==> config.mk <==
export PLATFORM = sky130hd
export DESIGN_NAME = fan_ramp_ctrl
export DESIGN_NICKNAME = d
export VERILOG_FILES = /design/src/rtl/fan_ramp_pkg.sv /design/src/rtl/fan_ramp_regs.sv /design/src/rtl/fan_ramp_tick.sv /design/src/rtl/fan_ramp_cnt.sv /design/src/rtl/fan_ramp_ctrl.sv
export SDC_FILE = /design/constraint.sdc
export NUM_CORES = 1
export LEC_CHECK = 0
export ABC_AREA = 1
export CORE_ASPECT_RATIO = 0.6
export CORE_MARGIN = 2
export CORE_UTILIZATION = 59
export DETAILED_ROUTE_END_ITERATION = 8
export HOLD_SLACK_MARGIN = 0.02
export PLACE_DENSITY = 0.95
export RECOVER_POWER = 100
export SLEW_MARGIN = 0
export SYNTH_ARGS = -nofsm -noshare
export SYNTH_HDL_FRONTEND = slang
export SYNTH_SLANG_ARGS = --single-unit
==> constraint.sdc <==
create_clock -name clk -period 7 [get_ports clk]
set_input_delay 1.05 -clock clk [delete_from_list [all_inputs] [get_ports clk]]
set_output_delay 1.05 -clock clk [all_outputs]
set_load 0.02 [all_outputs]
==> src/rtl/fan_ramp_pkg.sv <==
package fan_ramp_pkg;
  localparam int SPD_W  = 8;
  localparam int RATE_W = 3;

  typedef struct packed {
    logic [RATE_W-1:0] rate;
    logic              en;
  } ramp_ctl_t;
endpackage

==> src/rtl/fan_ramp_regs.sv <==
module fan_ramp_regs #(
  parameter int SPD_W  = fan_ramp_pkg::SPD_W,
  parameter int RATE_W = fan_ramp_pkg::RATE_W
) (
  input  logic              clk,
  input  logic              rst,
  input  logic              tgt_we,
  input  logic [SPD_W-1:0]  tgt_wdata,
  input  logic              ctl_we,
  input  logic [SPD_W-1:0]  ctl_wdata,
  output logic [SPD_W-1:0]  target_q,
  output logic [SPD_W-1:0]  target_nxt,
  output logic              en_q,
  output logic [RATE_W-1:0] rate_q
);
  localparam int CTL_W = RATE_W + 1;

  logic [CTL_W-1:0] ctl_q;

  assign target_nxt = tgt_we ? tgt_wdata : target_q;
  assign en_q       = ctl_q[0];
  assign rate_q     = ctl_q[CTL_W-1:1];

  always_ff @(posedge clk) begin
    if (rst) begin
      target_q <= '0;
      ctl_q    <= '0;
    end else begin
      target_q <= target_nxt;
      if (ctl_we) ctl_q <= ctl_wdata[CTL_W-1:0];
    end
  end
endmodule

==> src/rtl/fan_ramp_tick.sv <==
module fan_ramp_tick #(
  parameter int DIV    = 4,
  parameter int RATE_W = fan_ramp_pkg::RATE_W
) (
  input  logic              clk,
  input  logic              rst,
  input  logic              en,
  input  logic [RATE_W-1:0] rate,
  output logic              step
);
  localparam int BASE_W = (DIV > 2) ? $clog2(DIV) : 1;
  localparam int STEP_W = (1 << RATE_W) - 1;

  logic [BASE_W-1:0] base_q;
  logic [STEP_W-1:0] stp_q;
  logic [STEP_W-1:0] lim;
  logic              tick;

  assign lim  = {STEP_W{1'b1}} >> (STEP_W - int'(rate));
  assign tick = en && (base_q == BASE_W'(DIV - 1));
  assign step = tick && (stp_q >= lim);

  always_ff @(posedge clk) begin
    if (rst || !en) begin
      base_q <= '0;
      stp_q  <= '0;
    end else begin
      base_q <= tick ? '0 : base_q + 1'b1;
      if (step)      stp_q <= '0;
      else if (tick) stp_q <= stp_q + 1'b1;
    end
  end

  assert_step_spacing_R5: assert property (@(posedge clk) disable iff (rst)
    step |=> !step);
endmodule

==> src/rtl/fan_ramp_cnt.sv <==
module fan_ramp_cnt #(
  parameter int SPD_W = fan_ramp_pkg::SPD_W
) (
  input  logic             clk,
  input  logic             rst,
  input  logic             en,
  input  logic             step,
  input  logic [SPD_W-1:0] target,
  input  logic [SPD_W-1:0] target_nxt,
  output logic [SPD_W-1:0] cnt
);
  always_ff @(posedge clk) begin
    if (rst)                          cnt <= '0;
    else if (!en)                     cnt <= target_nxt;
    else if (step && (cnt < target))  cnt <= cnt + 1'b1;
    else if (step && (cnt > target))  cnt <= cnt - 1'b1;
  end

  assert_unit_step_R4: assert property (@(posedge clk) disable iff (rst)
    en |=> (cnt == $past(cnt)) || (cnt == $past(cnt) + 1'b1) || (cnt + 1'b1 == $past(cnt)));

  assert_idle_between_steps_R4: assert property (@(posedge clk) disable iff (rst)
    (en && !step) |=> $stable(cnt));

  assert_no_overshoot_R6: assert property (@(posedge clk) disable iff (rst)
    (en && cnt == target) |=> $stable(cnt));
endmodule

==> src/rtl/fan_ramp_ctrl.sv <==
module fan_ramp_ctrl #(
  parameter int SPD_W  = fan_ramp_pkg::SPD_W,
  parameter int RATE_W = fan_ramp_pkg::RATE_W,
  parameter int DIV    = 4
) (
  input  logic             clk,
  input  logic             rst,
  input  logic             aux_rst,
  input  logic             tgt_we,
  input  logic [SPD_W-1:0] tgt_wdata,
  input  logic             ctl_we,
  input  logic [SPD_W-1:0] ctl_wdata,
  input  logic             force_full,
  output logic [SPD_W-1:0] speed_out
);
  logic              rst_any;
  logic [SPD_W-1:0]  target_q, target_nxt, cnt;
  logic              en_q, step;
  logic [RATE_W-1:0] rate_q;

  assign rst_any = rst | aux_rst;

  fan_ramp_regs #(.SPD_W(SPD_W), .RATE_W(RATE_W)) u_regs (
    .clk(clk), .rst(rst_any),
    .tgt_we(tgt_we), .tgt_wdata(tgt_wdata),
    .ctl_we(ctl_we), .ctl_wdata(ctl_wdata),
    .target_q(target_q), .target_nxt(target_nxt),
    .en_q(en_q), .rate_q(rate_q)
  );

  fan_ramp_tick #(.DIV(DIV), .RATE_W(RATE_W)) u_tick (
    .clk(clk), .rst(rst_any), .en(en_q), .rate(rate_q), .step(step)
  );

  fan_ramp_cnt #(.SPD_W(SPD_W)) u_cnt (
    .clk(clk), .rst(rst_any), .en(en_q), .step(step),
    .target(target_q), .target_nxt(target_nxt), .cnt(cnt)
  );

  always_ff @(posedge clk) begin
    if (rst_any)         speed_out <= '0;
    else if (force_full) speed_out <= '1;
    else                 speed_out <= cnt;
  end

  assert_force_full_R8: assert property (@(posedge clk) disable iff (rst_any)
    force_full |=> (speed_out == {SPD_W{1'b1}}));
endmodule

======== Yosys cells after proc, flatten, opt, wreduce, memory -nomap -nowiden ========
Cells that the tools add are included.
W data, S select, Z words.
cells by class
  add/subtract/negate cells ............... 5
  order comparisons ....................... 3
  eq/ne operators ......................... 2
  shifts and indexed selects .............. 1
  muxes and demuxes ....................... 5
  bitwise logic cells ..................... 1
  reduce and logical (&&, ||, !) cells .... 8
operators with widths
  cell                    number
  $mux W8                 5
  $shr A7 B32 Y7 const A  1
  $add A8 B1 Y8 const B   1
  $gt A8 B8 Y1            1
  $lt A8 B8 Y1            1
  $sub A8 B1 Y8 const B   1
  $add A7 B1 Y7 const B   1
  $ge A7 B7 Y1            1
  $logic_and A1 B1 Y1     4
  $reduce_or A2 Y1        2
  $sub A3 B3 Y4 const A   1
  $ne A3 B1 Y1 const B    1
  $add A2 B1 Y2 const B   1
  $eq A2 B2 Y1 const B    1
  $logic_not A1 Y1        1
  $logic_or A1 B1 Y1      1
  $or A1 B1 Y1            1
storage, ports and cells
  flip-flop bits (word level) ............. 37
  bits of input ports ..................... 22
  output and inout bits ................... 8
  logic and storage cells ................. 31

======== Longest topological paths before layout ========
  depth in word-level cells ............... 8
  depth in mapped cells ................... 19
  mapped depth without buffers ............ 19

======== By module ========
Synthesis repeated with hierarchy kept, for this count alone.
unflattened totals
  cells, all modules ...................... 340
  area total of the unflattened synthesis .. 2,398.6 sq um
modules (own cells, without submodules)
  module         instances  cells each  area an instance (sq um)  seq. area each (sq um)
  fan_ramp_cnt   1          138         909.6                     160.2
  fan_ramp_tick  1          89          631.9                     180.2
  fan_ramp_regs  1          85          611.8                     240.2
  fan_ramp_ctrl  1          28          245.2                     160.2

======== Worst setup path before layout ========
Ideal clock, no wire load.
  path kind ............................... register to register
  from .................................... reg u_cnt.cnt[1]
  to ...................................... reg u_cnt.cnt[6]
  setup time .............................. 135 ps
  arrival ................................. 2,412 ps
  required time ........................... 6,865 ps
  setup slack ............................. 4,454 ps
  stages on the path, launching flop included .. 18
  path buffers ............................ 0
  clock period less this slack ............ 2,546 ps
  cell sequence ........................... dfxtp_1 ha_1 nand2_1 nand2_1 nand2_1 nand2_1 a21oi_2 nand3_2 fa_1 nand3_1 nand2_1 nand2_1 nand2_1 a21oi_1 xor2_1 nand2_1 nand3_1 a21oi_2
between the ends
  cells in the longest elaborated chain, start to end .. 4
  elaborated cells between the ends (all ways) .. 10
  classes of those cells .................. add/sub (2); order compare (2); eq/ne (1); mux (3); reduce/logical (2)
ends and longest elaborated chain
  item                                            RTL line                                text
  from (decl)                                     fan_ramp_cnt.sv:10                      output logic [SPD_W-1:0] cnt
  from (signal assigned)                          fan_ramp_cnt.sv:14                      else if (!en) cnt <= target_nxt;
  from (signal assigned)                          fan_ramp_cnt.sv:15                      else if (step && (cnt < target)) cnt <= cnt + 1'b1;
  from (signal assigned)                          fan_ramp_cnt.sv:16                      else if (step && (cnt > target)) cnt <= cnt - 1'b1;
  $sub A8 B1 Y8 or $lt A8 B8 Y1 (tied branches)   fan_ramp_cnt.sv:16, fan_ramp_cnt.sv:15
  $mux W8 or $logic_and A1 B1 Y1 (tied branches)  fan_ramp_cnt.sv:16, fan_ramp_cnt.sv:15
  $mux W8                                         fan_ramp_cnt.sv:15
  $mux W8                                         fan_ramp_cnt.sv:14
Several ways; a longest one is shown, not always the timed one. The select of a mux whose other input is x is not followed.
A chain may end at the register's enable or synchronous reset.

======== Worst setup path in the final report ========
  from .................................... reg u_cnt.cnt[3]
  to ...................................... reg u_cnt.cnt[5]
The elaborated chain is that of the path after synthesis.

==> flow_metrics.env <==
export IMPL_status="finished clean"
export IMPL_hp_class="reg2reg"
export IMPL_cp_arrival_ns=3.58
export IMPL_drc=0
export IMPL_initial_core_util_pct=64.1
export IMPL_htreeDepth=2
export IMPL_use_met3_pct=7.95
export IMPL_grt_use_met1_pct=39.6
export IMPL_ir_drop_uv=118
export IMPL_required_ns=7.21
export IMPL_period_share_pct=48.1
export IMPL_grt_overflow=0
export IMPL_worstMarginPinSlew_ns=0.767
export IMPL_num_vias=2023
export IMPL_reg2reg_to="u_cnt.cnt[5]$_SDFFE_PP0P_"
export IMPL_post_route_util_pct=75.1
export IMPL_min_delay_start="u_tick.base_q[0]$_SDFF_PP0_"
export IMPL_crit_chain="ha_1 -> a21oi_1 -> nand2_1 -> a21oi_1 -> nand3_1 -> ha_1 -> a21oi_1 -> nand2_1 -> a21boi_0 -> o21ai_0 -> o22ai_1 -> nor2_2 -> a211oi_1"
export IMPL_synth_seq_cells=37
export IMPL_cp_end_kind="flop"
export IMPL_finalHoldViolations=0
export IMPL_slew_headroom_pct=48.8
export IMPL_cellPowerDensity_mw_per_mm2=189
export IMPL_reg2reg_from="u_cnt.cnt[3]$_SDFFE_PP0P_"
export IMPL_ant_nets=0
export IMPL_synth_cell_types=33
export IMPL_io_buffers=25
export IMPL_grt_usage_pct=29.0
export IMPL_avgSynthCellArea_um2=7.66
export IMPL_dpl_hpwl_um=3940
export IMPL_cts_tree="done"
export IMPL_power_static_leakage_nw=1.14
export IMPL_crit_slowest_cell="ha_1"
export IMPL_die_w_um=82.2
export IMPL_synth_warnings=0
export IMPL_dr_pass1_iters=7
export IMPL_io_pins=30
export IMPL_finalSetupViolCount=0
export IMPL_synth_edf_count=0
export IMPL_fmaxAchievable_ghz=0.297
export IMPL_grt_pass1_vias=1856
export IMPL_ctsResizeCount=0
export IMPL_fin_tns_setup_ns=0
export IMPL_syn_to_final_growth_pct=17.2
export IMPL_min_path_cells=1
export IMPL_grt_max_degree=23
export IMPL_nets=357
export IMPL_met2_usage_pct=42.3
export IMPL_synth_area_top_cells="dfxtp_1, ha_1, nand2_1"
export IMPL_max_stage_delay_ns=0.49
export IMPL_clk_pin_slew_worst_paths_ns=0.08
export IMPL_cts_hold_buffers=0
export IMPL_startpoint_type="flop"
export IMPL_final_cells=356
export IMPL_async_flop_share_pct=0
export IMPL_busiest_layer="met2"
export IMPL_synth_area_mm2=0.00217
export IMPL_cts_path_max_buffers=2
export IMPL_synth_fp_nets=330
export IMPL_critPathKind="reg2reg"
export IMPL_clockRootBuffer="clkbuf_8"
export IMPL_yosysTopAreaCell="dfxtp_1"
export IMPL_numCtsBuffers=5
export IMPL_wirelength_um=5470
export IMPL_period_needed_ns=3.36
export IMPL_first_iter_violations=151
export IMPL_die_area_mm2=0.00419
export IMPL_grt_pass1_wl_um=8800
export IMPL_crit_path_frequent_cell="a21oi_1"
export IMPL_ff2ff_path_depth=13
export IMPL_diodes=0
export IMPL_slew_viol_final=0
export IMPL_antenna_found_initial=0
export IMPL_viasPerCell=5.68
export IMPL_rows=16
export IMPL_maxCapViolCount=0
export IMPL_place_gp_congestion=0.852
export IMPL_grt_setup_unrepaired="no"
export IMPL_synth_flop_cell="dfxtp_1"
export IMPL_cp_max_fo=10
export IMPL_worstHoldEndpoint="u_tick.base_q[0]$_SDFF_PP0_"
export IMPL_postCtsSetupBuffers=0
export IMPL_whs_ns=0.427
export IMPL_routedWlPerCell_um=15.4
export IMPL_clock_sinks=37
export IMPL_layout_drive_gt1_share_pct=10.6
export IMPL_rrSetupSlack_ns=3.64
export IMPL_synth_cells=283
export IMPL_dpl_cell_count=348
export IMPL_synth_top_area_share_pct=34.2
export IMPL_fin_skew_ns=0.0100
export IMPL_core_area_mm2=0.00338
export IMPL_yosysSeqAreaShare_pct=34.2
export IMPL_clk_latency_ns=0.31
export IMPL_die_h_um=50.9
-- state kept, by name, summed over array words and instances, names as in the netlist --
signal           cells
speed_out            8
u_cnt.cnt            8
u_regs.ctl_q         4
u_regs.target_q      8
u_tick.base_q        2
u_tick.stp_q         7
-- cells in the mapped netlist (2+ instances only) --
| library cell | n |
|---|---|
| nand3_1 | 14 |
| mux2i_1 | 2 |
| inv_2 | 2 |
| o21ai_2 | 2 |
| clkbuf_1 | 3 |
| buf_2 | 2 |
| ha_1 | 24 |
| nor2_1 | 42 |
| nand2_4 | 2 |
| nor2_2 | 2 |
| o21ai_0 | 10 |
| nand2_1 | 46 |
| nand3b_1 | 2 |
| a21oi_2 | 6 |
| nand3_2 | 2 |
| a21oi_1 | 26 |
| nand4_1 | 3 |
| xor2_1 | 5 |
| nand2_2 | 6 |
| dfxtp_1 | 37 |
| o211ai_1 | 3 |
| or2_2 | 2 |
| inv_1 | 30 |
-- metrics by stage --
stage	instance area (µm²)	total power, mW	setup slack, ns
global placement	2450	0.306	4.10
detailed placement	2450	0.310	4.02
finish	2540	0.480	3.64
CTS	2560	0.480	3.96
floorplan	2170	0.282	4.45
global route	2540	0.495	3.24
-- worst max-delay path by stage --
stage	slack, ns	end	from
6_report	3.64	u_cnt.cnt[5]$_SDFFE_PP0P_	u_cnt.cnt[3]$_SDFFE_PP0P_
5_1_grt	3.24	u_cnt.cnt[6]$_SDFFE_PP0P_	u_cnt.cnt[1]$_SDFFE_PP0P_
4_1_cts	3.96	u_cnt.cnt[6]$_SDFFE_PP0P_	u_cnt.cnt[3]$_SDFFE_PP0P_
3_5_place_dp	4.02	u_cnt.cnt[6]$_SDFFE_PP0P_	u_cnt.cnt[1]$_SDFFE_PP0P_
3_3_place_gp	4.10	u_cnt.cnt[5]$_SDFFE_PP0P_	aux_rst
2_1_floorplan	4.45	u_cnt.cnt[6]$_SDFFE_PP0P_	u_cnt.cnt[1]$_SDFFE_PP0P_
-- placed cells by master (no fill, tap or decap), types with 3 or more instances in the layout --
cell,Yosys,layout
nand4_1,3,3
clkdlybuf4s50_1,0,15
o211ai_1,3,3
clkbuf_8,0,7
a21oi_1,26,28
nand2_2,6,6
ha_1,24,24
a21oi_2,6,4
o21ai_0,10,10
nor2_1,42,42
dlygate4sd3_1,0,10
dfxtp_1,37,37
inv_1,30,30
xor2_1,5,5
nand2_1,46,46
nand3_1,14,15
-- worst max-delay path: cells and delay by family, from the launching register on --
kind	cells	cell delay [ns]
compound gates	7	1.36
fa+ha+maj	2	0.80
flops	1	0.44
simple gates	4	0.65
-- cells by family after synthesis --
logic type	after synthesis	synth area share, %
fa+ha+maj	25	14.8
buf+inv	39	7.45
simple gates	124	26.4
flops	37	34.2
xor+xnor	6	2.42
compound gates	50	13.8
mux	2	0.924
-- metal layers --
metal	share of wire, %	up-vias
li1	-	977
met1	45	919
met2	42	109
met3	10	18
met4	2.3	0
met5	0	-
-- final cells by class --
class	count	area (µm²)
Multi-Input combinational cell	207	1250
Timing Repair Buffer	25	250
Clock buffer	7	96.3
Fill cell	226	843
Inverter	34	140
Tap cell	45	56.3
Sequential cell	37	741
Clock inverter	1	8.76
-- report_power, final --
group	switching, mW	leakage [nW]	internal [mW]
clock network	0.0831	0.0549	0.0909
logic	0.0480	0.787	0.0341
registers	0.00660	0.301	0.217
total	0.138	1.14	0.342
(Power assumes the default switching activity.)
